--- src/rtl/aiu_pkg.sv ---
package aiu_pkg;

  typedef enum logic [1:0] {
    AIU_PASS  = 2'd0,
    AIU_MOD   = 2'd1,
    AIU_SHR   = 2'd2,
    AIU_MAGIC = 2'd3
  } aiu_mode_e;

  // Largest odd-factor selector: odd factor = 2*sel + 1 = 9
  localparam int AIU_MAX_ODD_SEL = 4;

endpackage

--- src/rtl/aiu_magic_mul.sv ---
// Reciprocal multiply: high half of (index + corr) * (mult | MSB).
module aiu_magic_mul #(
  parameter int W = 32
) (
  input  logic [W-1:0] idx,
  input  logic [W-1:0] mult,
  input  logic         round_dn,
  output logic [W-1:0] prod_hi
);
  localparam int PW = 2 * W;

  logic [W:0]    idx_ext;
  logic [W-1:0]  m_eff;
  logic [PW-1:0] a_ext;
  logic [PW-1:0] b_ext;
  logic [PW-1:0] prod;

  // widen before the increment so the all-ones index does not wrap
  assign idx_ext = {1'b0, idx} + {{W{1'b0}}, round_dn};
  assign m_eff   = mult | {1'b1, {(W-1){1'b0}}};
  assign a_ext   = {{(W-1){1'b0}}, idx_ext};
  assign b_ext   = {{W{1'b0}}, m_eff};
  assign prod    = a_ext * b_ext;
  assign prod_hi = W'(prod >> W);

endmodule

--- src/rtl/aiu_odd_mod.sv ---
// Remainder by a small odd constant chosen by sel (1, 3, 5, ...).
module aiu_odd_mod #(
  parameter int W       = 32,
  parameter int SEL_W   = 3,
  parameter int MAX_SEL = 4
) (
  input  logic [W-1:0]     val,
  input  logic [SEL_W-1:0] sel,
  output logic [W-1:0]     rem
);
  localparam int N_ODD = MAX_SEL + 1;

  logic [W-1:0] rem_arr [N_ODD];

  for (genvar k = 0; k < N_ODD; k++) begin : g_odd
    localparam int ODD = 2 * k + 1;
    if (ODD == 1) begin : g_one
      assign rem_arr[k] = '0;
    end else begin : g_div
      assign rem_arr[k] = val % W'(ODD);
    end
  end

  // selectors beyond MAX_SEL fall back to factor 1 (remainder zero)
  always_comb begin
    rem = '0;
    for (int k = 0; k < N_ODD; k++) begin
      if (sel == SEL_W'(k)) rem = rem_arr[k];
    end
  end

endmodule

--- src/rtl/attr_index_unit.sv ---
module attr_index_unit #(
  parameter int IDX_W   = 32,
  parameter int SHIFT_W = 5,
  parameter int XF_W    = 3
) (
  input  logic               clk,
  input  logic               rst_n,
  input  logic               in_valid,
  output logic               in_ready,
  input  logic [IDX_W-1:0]   in_index,
  input  logic [1:0]         in_mode,
  input  logic [SHIFT_W-1:0] in_shift,
  input  logic [IDX_W-1:0]   in_mult,
  input  logic [XF_W-1:0]    in_xflag,
  output logic               out_valid,
  input  logic               out_ready,
  output logic [IDX_W-1:0]   out_index
);
  import aiu_pkg::*;

  localparam int WIDE_W = 2 * IDX_W;
  localparam logic [IDX_W-1:0] ONES = {IDX_W{1'b1}};

  aiu_mode_e in_mode_e;
  assign in_mode_e = aiu_mode_e'(in_mode);

  // ---------------- pipeline enable ----------------
  logic adv;
  assign adv      = !out_valid || out_ready;
  assign in_ready = adv;

  // ---------------- stage 1: multiply ----------------
  logic             rnd_dn;
  logic [IDX_W-1:0] prod_hi;

  assign rnd_dn = (in_mode_e == AIU_MAGIC) && (in_xflag == XF_W'(1));

  aiu_magic_mul #(.W(IDX_W)) u_mul (
    .idx      (in_index),
    .mult     (in_mult),
    .round_dn (rnd_dn),
    .prod_hi  (prod_hi)
  );

  logic               s1_valid;
  aiu_mode_e          s1_mode;
  logic [SHIFT_W-1:0] s1_shift;
  logic [XF_W-1:0]    s1_xf;
  logic [IDX_W-1:0]   s1_idx;
  logic [IDX_W-1:0]   s1_prod;

  always_ff @(posedge clk or negedge rst_n) begin
    if (!rst_n) begin
      s1_valid <= 1'b0;
      s1_mode  <= AIU_PASS;
      s1_shift <= '0;
      s1_xf    <= '0;
      s1_idx   <= '0;
      s1_prod  <= '0;
    end else if (adv) begin
      s1_valid <= in_valid;
      if (in_valid) begin
        s1_mode  <= in_mode_e;
        s1_shift <= in_shift;
        s1_xf    <= in_xflag;
        s1_idx   <= in_index;
        s1_prod  <= prod_hi;
      end
    end
  end

  // ---------------- stage 2: shift / remainder / select ----------------
  logic [IDX_W-1:0] quot;
  logic [IDX_W-1:0] odd_rem;
  logic [IDX_W-1:0] low_bits;
  logic [IDX_W-1:0] mod_val;
  logic [IDX_W-1:0] result;

  assign quot     = s1_idx >> s1_shift;
  assign low_bits = s1_idx & ~(ONES << s1_shift);

  aiu_odd_mod #(
    .W       (IDX_W),
    .SEL_W   (XF_W),
    .MAX_SEL (AIU_MAX_ODD_SEL)
  ) u_odd (
    .val (quot),
    .sel (s1_xf),
    .rem (odd_rem)
  );

  assign mod_val = (odd_rem << s1_shift) | low_bits;

  always_comb begin
    unique case (s1_mode)
      AIU_PASS:  result = s1_idx;
      AIU_MOD:   result = mod_val;
      AIU_SHR:   result = quot;
      AIU_MAGIC: result = s1_prod >> s1_shift;
      default:   result = s1_idx;
    endcase
  end

  aiu_mode_e          s2_mode;
  logic [SHIFT_W-1:0] s2_shift;
  logic [XF_W-1:0]    s2_xf;
  logic [IDX_W-1:0]   s2_idx;

  always_ff @(posedge clk or negedge rst_n) begin
    if (!rst_n) begin
      out_valid <= 1'b0;
      out_index <= '0;
      s2_mode   <= AIU_PASS;
      s2_shift  <= '0;
      s2_xf     <= '0;
      s2_idx    <= '0;
    end else if (adv) begin
      out_valid <= s1_valid;
      if (s1_valid) begin
        out_index <= result;
        s2_mode   <= s1_mode;
        s2_shift  <= s1_shift;
        s2_xf     <= s1_xf;
        s2_idx    <= s1_idx;
      end
    end
  end

  // ---------------- assertions ----------------
  function automatic logic [WIDE_W-1:0] modulus_of(input logic [XF_W-1:0] xf,
                                                   input logic [SHIFT_W-1:0] sh);
    logic [WIDE_W-1:0] odd;
    if (xf > XF_W'(AIU_MAX_ODD_SEL)) odd = WIDE_W'(1);
    else odd = (WIDE_W'(xf) << 1) | WIDE_W'(1);
    return odd << sh;
  endfunction


  stall_hold_chk: assert property (@(posedge clk) disable iff (!rst_n)
    (out_valid && !out_ready) |=> (out_valid && $stable(out_index)));


  out_origin_chk: assert property (@(posedge clk) disable iff (!rst_n)
    $rose(out_valid) |-> $past(s1_valid));


  magic_floor_chk: assert property (@(posedge clk) disable iff (!rst_n)
    (s1_valid && s1_mode == AIU_MAGIC) |-> (s1_prod >= (s1_idx >> 1)));


  mod_range_chk: assert property (@(posedge clk) disable iff (!rst_n)
    (out_valid && s2_mode == AIU_MOD) |->
      (WIDE_W'(out_index) < modulus_of(s2_xf, s2_shift)));


  div_bound_chk: assert property (@(posedge clk) disable iff (!rst_n)
    (out_valid && (s2_mode == AIU_SHR || s2_mode == AIU_MAGIC)) |->
      (out_index <= (s2_idx >> s2_shift)));


  pass_equal_chk: assert property (@(posedge clk) disable iff (!rst_n)
    (out_valid && s2_mode == AIU_PASS) |-> (out_index == s2_idx));

endmodule

--- config.mk ---
export PLATFORM = sky130hd
export DESIGN_NAME = attr_index_unit
export DESIGN_NICKNAME = d
export VERILOG_FILES = /design/src/rtl/aiu_pkg.sv /design/src/rtl/aiu_magic_mul.sv /design/src/rtl/aiu_odd_mod.sv /design/src/rtl/attr_index_unit.sv
export SDC_FILE = /design/constraint.sdc
export NUM_CORES = 2
export LEC_CHECK = 0
export BUFFER_PORTS_ARGS = -buffer_cell sky130_fd_sc_hd__buf_2
export CAP_MARGIN = 20
export CORE_MARGIN = 8
export CORE_UTILIZATION = 40
export CTS_CLUSTER_SIZE = 8
export DETAILED_ROUTE_END_ITERATION = 7
export GPL_TIMING_DRIVEN = 0
export REMOVE_ABC_BUFFERS = 1
export SYNTH_ARGS = -nofsm -noshare
export SYNTH_HDL_FRONTEND = slang
export SYNTH_SLANG_ARGS = --single-unit
--- constraint.sdc ---
create_clock -name clk -period 26.6 [get_ports clk]
set_input_delay 5.32 -clock clk [delete_from_list [all_inputs] [get_ports clk]]
set_output_delay 5.32 -clock clk [all_outputs]
set_load 0.02 [all_outputs]
==> reports/qor.yml <==
remaining_drc_errors: 0
routed_via_density: 5.897
cpMaxStageDelayCell: "nor2_2"
cts_resized: 0
cts-root-buf: "clkbuf_16"
drv_slew: 0
ys_seq_elements: 108
whs_path_depth: 2
cts_buffers: 9
hold_path.startpoint: "out_index[1]"
slew_headroom_pct: 24.50
path_clk_slew_ps: 90
routed_wl_mm: 188.8
cp-start-kind: "flop"
grt_usage_pct: 24.33
worstHoldEndpoint: "out_index[1]"
cpPeakStageDelay_ps: 960
grt_overflow: 0
core_area_um2: 139500
grt_max_degree: 90
synth-seq-area-share_pct: 4.802
cts_hold_buf: 0
drtIter0Drc: 4464
r2r_cells: 66
path_class: "flop to flop"
post_cts_buffers: 0
layout.nets: 8149
die_w_um: 391.1
dp_hpwl_mm: 145.4
cp-end-kind: "flop"
synthArstFlopShare_pct: 100.0
ff2ff_setup_slack_ps: 4350
tritoncts: "built"
ios: 112
arrival_ps: 22500
reg2reg_from: "s1_shift[4]"
period_share_pct: 83.65
period_needed_ps: 22250
drtPass1Iterations: 8
hold_viol_final: 0
numClockSinks: 108
ant_nets: 0
grt_pass1_vias: 52190
hold_class: "flop to flop"
ys_top_cells_by_area: "fa_1, nand2_1, inv_1"
cpMostUsedCell: "nor2_1"
die-area_um2: 153000
synth_top_area_cell: "fa_1"
num_vias: 51700
gp_congestion: 0.9535
grt_pass1_wl_mm: 299.7
drive_gt1_share_pct: 7.865
rsz0062_at_grt: "false"
finClkSkew_ps: 27.61
netlist.area_leader.share_pct: 32.87
worst_pin_slew_ps: 1133
setup_viol: 0
port_buffers: 110
netlist_instances: 7136
htreeDepth: 3
crit_start: "s1_shift[4]"
crit_fanout: 43
clock_latency_ps: 400
synth_cell_types: 135
synth_ff_type: "dfrtp_1"
synth_edf_count: 0
syn2layout_area_growth_pct: 6.498
routedWlPerCell_um: 21.54
rr_endpoint: "out_index[28]"
status: "finished, final reports clean"
max_freq_mhz: 44.94
antenna_found_initial: 22
yosysWarnings: 0
maxCapViolCount: 0
initial_utilization_pct: 40.34
die_y_um: 391.1
synth.cell_area_um2: 56280
critPathRequiredTime_ps: 26850
clockBufferDepth: 2
final.setup.tns_ps: 0
syn_avg_cell_area_um2: 7.887
row_count: 137
worst max-delay path: cells and delay by family, from the launching register on:
family | cells | cell delay (ps)
and+or+nand+nor | 25 | 7340
muxes | 1 | 140
AOI/OAI and AO/OA | 33 | 11400
xor gates and xnor gates | 2 | 900
adders and majority gates | 3 | 750
DFF | 1 | 680
buffers and inverters | 2 | 830
sequential cells by signal, indices dropped and copies added (netlist names):
signal / cells
s1_idx: 32
s1_shift: 5
out_valid: 1
s1_valid: 1
out_index: 32
s1_mode: 2
s1_prod: 32
s1_xf: 3
through the flow:
stage	hold slack, ps	setup slack (ps)	cells	instance area (um^2)	utilization (%)
detailed placement	470.2	4624	8732	59460	42.61
CTS	489.3	4707	8748	59760	42.83
floorplan	445.3	6577	6650	54380	-
finish	477.4	4349	8767	59940	42.96
global placement	455.4	596.6	8636	57280	41.05
global route	515.0	2679	8761	59920	42.95
synthesized netlist by cell type, drive strengths merged (97+ instances only):
cell,instances
and2,272
ha,273
clkbuf,409
nand3,144
nor2,355
nand2,1207
fa,924
a21oi,290
mux2i,101
dfrtp,108
a211oi,97
nor3,132
inv,1085
o21ai,279
cells in the final DEF, fill, tap and decap left out, types with 25 or more instances in the layout:
cell / instances
a311oi_1: 25
o22ai_1: 45
buf_16: 25
nand4_1: 40
and3_1: 43
o21a_1: 48
a21o_1: 61
a21oi_1: 283
o31ai_1: 48
xnor2_1: 73
nor4_1: 46
nand3_1: 143
buf_8: 37
nand2b_1: 39
nor2_1: 342
mux2i_1: 97
ha_1: 273
o21ai_0: 224
mux2_2: 77
o221ai_1: 31
inv_1: 1079
nand2_1: 1204
o21ai_1: 45
buf_2: 110
fa_1: 924
or3_1: 34
dfrtp_1: 101
a31oi_1: 55
nor2b_1: 29
nor3_1: 124
and2_1: 270
a211oi_1: 86
a221oi_1: 31
a211o_1: 34
mux4_2: 28
o211ai_1: 75
per-layer routing:
metal	wire [um]	share of wire, %	GRT usage (%)	vias up
met4	7242	3.8	8.244	14
li1	-	-	-	23240
met5	98	0.052	0	-
met3	14780	7.8	3.550	381
met1	79300	42	32.97	25930
met2	87380	46	39.85	2137
final cells by class:
type                       count  area [um^2]
fill                       14180        79590
multi-input combinational   5456        48100
inverter                    1086         4076
sequential                   108         2724
timing repair buffer         213         2362
tap                         1876         2347
clock buffer                  10        239.0
clock inverter                 6        63.81
antenna                       12        30.03
how the worst max path moves through the flow:
stage	to	depth (start not counted)
6_report	out_index[28]	66
2_1_floorplan	s1_prod[31]	70
3_5_place_dp	s1_prod[31]	72
5_1_grt	out_index[28]	66
4_1_cts	out_index[28]	65
3_3_place_gp	out_index[28]	65
logic make-up (layout without fill, tap and decap cells):
logic type / after synthesis / count (layout) / synth area share, %
compound gates: 1478 / 1478 / 18.92
xor+xnor: 123 / 123 / 1.941
fa+ha+maj: 1212 / 1212 / 39.20
buf+inv: 1572 / 1315 / 10.61
flops: 108 / 108 / 4.802
mux: 211 / 211 / 4.586
other cells: 0 / 12 / 0
simple gates: 2432 / 2432 / 19.94
Power is left out: the tool's default activity adds up to more than one toggle a clock period on the data nets, which glitch-free logic cannot reach.
